===== config.mk =====
export PLATFORM = sky130hd
export DESIGN_NAME = link_integrity_fsm
export DESIGN_NICKNAME = d
export VERILOG_FILES = /design/src/rtl/link_integrity_fsm.sv
export SDC_FILE = /design/constraint.sdc
export NUM_CORES = 1
export LEC_CHECK = 0
export BUFFER_PORTS_ARGS = -buffer_cell sky130_fd_sc_hd__buf_4
export CAP_MARGIN = 15
export CORE_UTILIZATION = 40
export CTS_CLUSTER_DIAMETER = 120
export CTS_CLUSTER_SIZE = 10
export DETAILED_ROUTE_END_ITERATION = 8
export GPL_TIMING_DRIVEN = 0
export HOLD_SLACK_MARGIN = 0.06
export PLACE_DENSITY = 0.68
export SLEW_MARGIN = 20
export SYNTH_ARGS = -nofsm -noshare
export SYNTH_HDL_FRONTEND = slang
export SYNTH_SLANG_ARGS = --single-unit

===== constraint.sdc =====
create_clock -name clk -period 3.2 [get_ports clk]
set_input_delay 0.32 -clock clk [delete_from_list [all_inputs] [get_ports clk]]
set_output_delay 0.32 -clock clk [all_outputs]
set_load 0.005 [all_outputs]

===== src/rtl/link_integrity_fsm.sv =====
module link_integrity_fsm #(
  parameter int LOSS_TICKS    = 64,
  parameter int MIN_GAP       = 4,
  parameter int MAX_GAP       = 64,
  parameter int PULSES_NEEDED = 2
) (
  input  logic clk,
  input  logic rst_n,
  input  logic ms_tick,
  input  logic pulse_seen,
  input  logic rx_active,
  output logic link_up,
  output logic link_fail
);
  localparam int TOP = (LOSS_TICKS > MAX_GAP + 1) ? LOSS_TICKS : MAX_GAP + 1;
  localparam int CW  = $clog2(TOP + 1);
  localparam int KW  = $clog2(PULSES_NEEDED + 1);

  logic [CW-1:0] since;
  logic [KW-1:0] good;

  wire activity  = pulse_seen | rx_active;
  wire in_window = (since >= CW'(MIN_GAP)) && (since <= CW'(MAX_GAP));
  wire qualify   = pulse_seen && in_window && (good == KW'(PULSES_NEEDED - 1));
  wire expire    = ms_tick && !activity && (since == CW'(LOSS_TICKS - 1));

  always_ff @(posedge clk) begin
    if (!rst_n) begin
      link_up <= 1'b0;
      since   <= '0;
      good    <= '0;
    end else if (link_up) begin
      if (activity) since <= '0;
      else if (expire) begin
        link_up <= 1'b0;
        since   <= '0;
        good    <= '0;
      end else if (ms_tick) since <= since + 1'b1;
    end else begin
      if (rx_active || qualify) begin
        link_up <= 1'b1;
        since   <= '0;
        good    <= '0;
      end else if (pulse_seen) begin
        since <= '0;
        good  <= in_window ? good + 1'b1 : '0;
      end else if (ms_tick && since != CW'(MAX_GAP + 1)) since <= since + 1'b1;
    end
  end

  assign link_fail = ~link_up;


  rx_wakes_chk: assert property (@(posedge clk) disable iff (!rst_n)
    (!link_up && rx_active) |=> link_up);


  rise_cause_chk: assert property (@(posedge clk) disable iff (!rst_n)
    $rose(link_up) |-> $past(pulse_seen || rx_active));


  hold_up_chk: assert property (@(posedge clk) disable iff (!rst_n)
    (link_up && activity) |=> (link_up && since == '0));


  fall_on_tick_chk: assert property (@(posedge clk) disable iff (!rst_n)
    $fell(link_up) |-> $past(ms_tick));


  early_reset_chk: assert property (@(posedge clk) disable iff (!rst_n)
    (!link_up && pulse_seen && !rx_active && since < CW'(MIN_GAP)) |=> (!link_up && good == '0));


  loss_bound_chk: assert property (@(posedge clk) disable iff (!rst_n)
    link_up |-> (since < CW'(LOSS_TICKS) && good == '0));
endmodule


-- Yosys cells after proc, flatten, opt, wreduce, memory -nomap -nowiden
Index checks and enable logic that the tools add are counted.
- add/sub/neg operators: 2
- bitwise logic cells: 2
- magnitude comparators: 2
- reduce and logical (&&, ||, !) cells: 12
- mux-type cells: 17
- equal/unequal tests: 6
- operators by type and width (kind ; number):
    two-way mux 7 bit ; 7
    two-way mux 2 bit ; 6
    adder 7 x 1 -> 7 bit (second input constant) ; 1
    == test 7 x 6 -> 1 bit (second input constant) ; 1
    >= comparator 7 x 3 -> 1 bit (second input constant) ; 1
    less-or-equal comparator 7 bit (second input constant) ; 1
    != test 7 bit (second input constant) ; 1
    logical AND 1 bit ; 6
    two-way mux 1 bit ; 4
    != test 4 x 2 -> 1 bit (second input constant) ; 1
    nonzero test 4 bit ; 1
    AND reduction 3 bit ; 1
    nonzero test 3 bit ; 1
    adder 2 x 1 -> 2 bit (second input constant) ; 1
    == test 2 x 1 -> 1 bit (second input constant) ; 1
    != test 2 x 1 -> 1 bit (second input constant) ; 1
    != test 2 bit (second input constant) ; 1
    AND reduction 2 bit ; 1
    logical NOT 1 bit ; 1
    logical OR 1 bit ; 1
    inverter 1 bit ; 1
    bitwise OR 1 bit ; 1
- output and inout bits: 2
- register bits: 10
- logic and storage cells: 44

-- Logic depth before layout (Yosys ltp)
- depth in word-level cells: 7
- depth in mapped cells: 6

-- Least setup slack after synthesis
OpenSTA, ideal clock, no wires.
- path type: reg2reg
- from: register since[0]
- to: register link_up
- period minus slack after synthesis: 1.582 ns
- path buffers: 0
- setup time: 0.120 ns
- cell stages (with the launch flop): 6
- data arrival time: 1.462 ns
- setup slack: 1.618 ns
- required time: 3.080 ns
- cells stage by stage: dfxtp_1 ha_1 nand4_1 or4_1 o21a_1 o31a_1
- cells in the longest elaborated chain, start to end: 7
- elaborated cells between the ends (all ways): 12
- classes of those cells: order compare (2); eq/ne (1); mux (4); reduce/logical (5)
- ends and longest elaborated chain (what ; line ; RTL):
    start: declaration ; 19 ; logic [CW-1:0] since;
    start signal: assignment ; 38 ; end else if (ms_tick) since <= since + 1'b1;
    start signal: assignment ; 47 ; end else if (ms_tick && since != CW'(MAX_GAP + 1)) since <= since + 1'b1;
    >= comparator 7 x 3 -> 1 bit or less-or-equal comparator 7 bit (tied branches) ; 23 ; wire in_window = (since >= CW'(MIN_GAP)) && (since <= CW'(MAX_GAP));
    logical AND 1 bit ; 23 ;
    logical AND 1 bit (2 in series) ; 24 ; wire qualify = pulse_seen && in_window && (good == KW'(PULSES_NEEDED - 1));
    logical OR 1 bit ; 40 ; if (rx_active || qualify) begin
    two-way mux 1 bit ; 40 ;
    two-way mux 1 bit (*) ; 32 ; end else if (link_up) begin
    end signal: assignment ; 29 ; link_up <= 1'b0;
    end signal: assignment ; 35 ; link_up <= 1'b0;
    end signal: assignment ; 41 ; link_up <= 1'b1;
    end: declaration ; 12 ; output logic link_up,
Every way passes the cells marked *; elsewhere a longest branch is shown, timed or not.
A chain may end at the register's enable or synchronous reset.

-- Worst setup path after layout
Ends and elaborated chain as after synthesis.

==> results by group <==
Synth
  – Yosys cell types: 29
  – Synthesized-area fraction occupied by and/or/nand/nor cells: 0.304
  – Synthesized area per cell: between 8 and 9 um^2
  – Dominant combinational cell family by area after synthesis: simple AND/OR/NAND/NOR gates
  – Portion of the post-synthesis area used by sequential elements: 0.338
  – YS warnings: 0
  – Multiplexer share of the synthesized area: 0.0169
  – Netlist area before placement: between 500 and 600 um^2
  – Adder-cell area share of the yosys netlist: 0.0844
  – Complex-gate fraction of the synthesized area: 0.167
  – Area share of xor/xnor cells in the synthesized design: 0.0591
  – Syn Nets: 78
  – Number of cells produced by synthesis: 69
  – Post-synthesis sequential element count: 10

Floorplan
  – Core region area: roughly 0.0013 mm^2
  – Initial core utilization: 0.445
  – Die Span X: roughly 41 um
  – Die span in y: just over 40 um
  – Num ports: 7
  – Row Count: 13
  – Area of the die: between 0.0015 and 0.002 mm^2

CTS
  – Number of clock sinks: 10
  – Largest buffer count on any clock path: 2
  – Number of setup buffers added after CTS: 0
  – Number of instances resized during post-cts repair: 0
  – CTS Hold Buffers Added: 0
  – Number of buffers inserted during clock tree synthesis: 3
  – TritonCTS clock tree: built
  – Root buffer cell: sky130_fd_sc_hd__clkbuf_4
  – Later-pin clock latency in the skew report: around 0.26 ns
  – Number of H-tree levels: 1
  – Clock transition time at the flip-flop clock pins of the worst setup and hold paths: around 0.060 ns

Drt
  – Via Count: approximately 530
  – Top routing layer used: met3
  – Total met3 wirelength after detailed routing: 52 um
  – Drt initial violations: 19
  – DRC violations left: 0
  – Number of nets with antenna violations after routing: 0
  – Met1 WL: approximately 600 um
  – Vias per Instance: 5.68
  – Wirelength per Cell: about 12 um
  – Number of detailed-route iterations in the first pass: 4
  – Wire length on met2: 525 um
  – Wirelength, routed: between 1 and 1.5 mm

Layout
  – Most common cell after layout, fill and taps aside: sky130_fd_sc_hd__dfxtp_1
  – Fraction of the core area covered by cells at the end of the flow: 0.520
  – Leading cell types in the layout, fill and taps excluded: sky130_fd_sc_hd__dfxtp_1, sky130_fd_sc_hd__nand3_1, sky130_fd_sc_hd__nor2_1, sky130_fd_sc_hd__buf_4
  – Final cell count without fillers: 94
  – Synth-to-Final Area Change: 16.9%
  – Number of antenna cells inserted: 0
  – Fill cell instance count of the final layout: approximately 140
  – Final net count: a little under 90
  – Share of final-layout standard cells stronger than drive strength 1: 0.177

STA
  – Total Neg Setup Slack: 0 ns
  – Unrepaired setup endpoints after global routing: no
  – Transition time at the pin with the least slew margin: ~0.44 ns
  – Max frequency: 571 MHz
  – Setup-failing EPs final: 0
  – Minimum clock period: between 1.5 and 2 ns
  – Final Hold Vio Count: 0
  – Worst hold margin: ~0.34 ns
  – Clock skew after layout: a little under 0.007 ns
  – Final count of pins violating max slew: 0
  – Slew headroom: 0.707
  – Period utilisation layout: 0.547

Critical path
  – Arrival time at the worst endpoint: between 1.5 and 2 ns
  – Class of the most critical setup path: reg -> reg
  – Source of the worst register-to-register timing path: since[0]$_SDFFE_PN0P_
  – Required time at the worst-slack endpoint: ~3.4 ns
  – Critical path startpoint category: flip-flop
  – Endpoint class of the critical path: flip-flop
  – Largest driver fanout on the critical path: 5
  – CP startpoint: since[0]$_SDFFE_PN0P_

Place
  – Number of placed instances with taps included: 90
  – Routability congestion estimate: roughly 0.80
  – Port Buffers: 6
  – Hpwl dp: 907 um

Power
  – IR Drop Worst-Case VDD: between 0.15 and 0.2 mV
  – Power density cells: 381 mW/mm^2
  – Static power due to leakage: 0.235 nW

Run
  – Max-cap violations: 0

Global route
  – Antenna violations before repair: 0
  – Global route total overflow: 0
  – Wire length of the first global-routing pass: roughly 1.8 mm
  – GRT Total Usage: 0.162
  – Number of global-route vias before repair: 447
  – Maximum number of pins on one net before global-route repair: 8

Min path
  – Min-Delay Path Class: in -> reg
  – Hold path startpoint: rx_active

Status
  – Result of the run: finished, final reports clean
==> worst max-delay path, stage by stage, from the launching register on <==
cell                      delay [ns]
sky130_fd_sc_hd__dfxtp_1        0.41
sky130_fd_sc_hd__ha_1           0.23
sky130_fd_sc_hd__nand4_1        0.10
sky130_fd_sc_hd__or4_1          0.47
sky130_fd_sc_hd__o21a_1         0.19
sky130_fd_sc_hd__o31a_1         0.23
==> registers in the layout (all words and copies together) (netlist names) <==
signal   count
since        7
link_up      1
good         2
==> layout make-up <==
type,count,area [um^2],area share
sequential,10,200,0.289
multi-input combinational,54,374,0.540
timing repair buffer,6,45.0,0.0650
clock buffer,4,36.3,0.0523
tap,15,18.8,0.0271
inverter,5,18.8,0.0271
==> Yosys cell counts, drive strengths merged <==
cell type	instances	share of area
a21bo	1	0.017
a21oi	3	0.025
dfxtp	10	0.34
ha	4	0.084
inv	5	0.032
mux2i	1	0.017
nand2	4	0.025
nand3	7	0.059
nand3b	2	0.025
nand4	2	0.021
nor2	7	0.044
nor2b	1	0.011
nor3	2	0.017
nor3b	1	0.021
o211ai	1	0.013
o21a	1	0.013
o21ai	1	0.015
o21bai	1	0.013
o31a	1	0.015
o31ai	3	0.038
o41a	1	0.019
or2	1	0.011
or3	1	0.011
or3b	1	0.015
or4	3	0.044
xnor2	2	0.030
xor2	2	0.030
==> routing by layer <==
metal,vias up,GRT usage
met5,-,0
met4,0,0.0750
met3,0,0.0333
li1,270,-
met2,6,0.258
met1,258,0.207
==> power breakdown <==
group	leakage [nW]	internal (mW)	switching, mW	total [mW]
clock network	0.0210	0.0690	0.0423	0.111
registers	0.0810	0.126	0.00257	0.129
logic	0.133	0.0114	0.0126	0.0240
==> metrics by stage <==
stage,instance area (um^2),setup slack (ns),total power [mW]
after floorplan,593,1.62,0.143
after global placement,657,1.51,0.155
after detailed placement,657,1.48,0.155
after CTS,693,1.47,0.271
after global routing,693,1.39,0.278
final,693,1.45,0.264
==> worst paths after layout <==
kind / endpoint / slack [ns] / cells past startpoint
setup / recovery: link_up$_SDFF_PN0_ / 1.45 / 5
hold / removal: link_up$_SDFF_PN0_ / 0.34 / 2
setup reg to reg: link_up$_SDFF_PN0_ / 1.45 / 5
hold reg to reg: good[1]$_SDFFE_PN0P_ / 0.48 / 2
==> cells by family (layout without fill, tap and decap cells) <==
logic type	count (synthesis)	count (layout)
AOI/OAI and AO/OA	13	13
xor gates and xnor gates	4	4
adders and majority gates	4	4
buffers and inverters	5	15
DFF	10	10
muxes	1	1
and+or+nand+nor	32	32
Note: power is estimated with default switching activity, not from simulation.
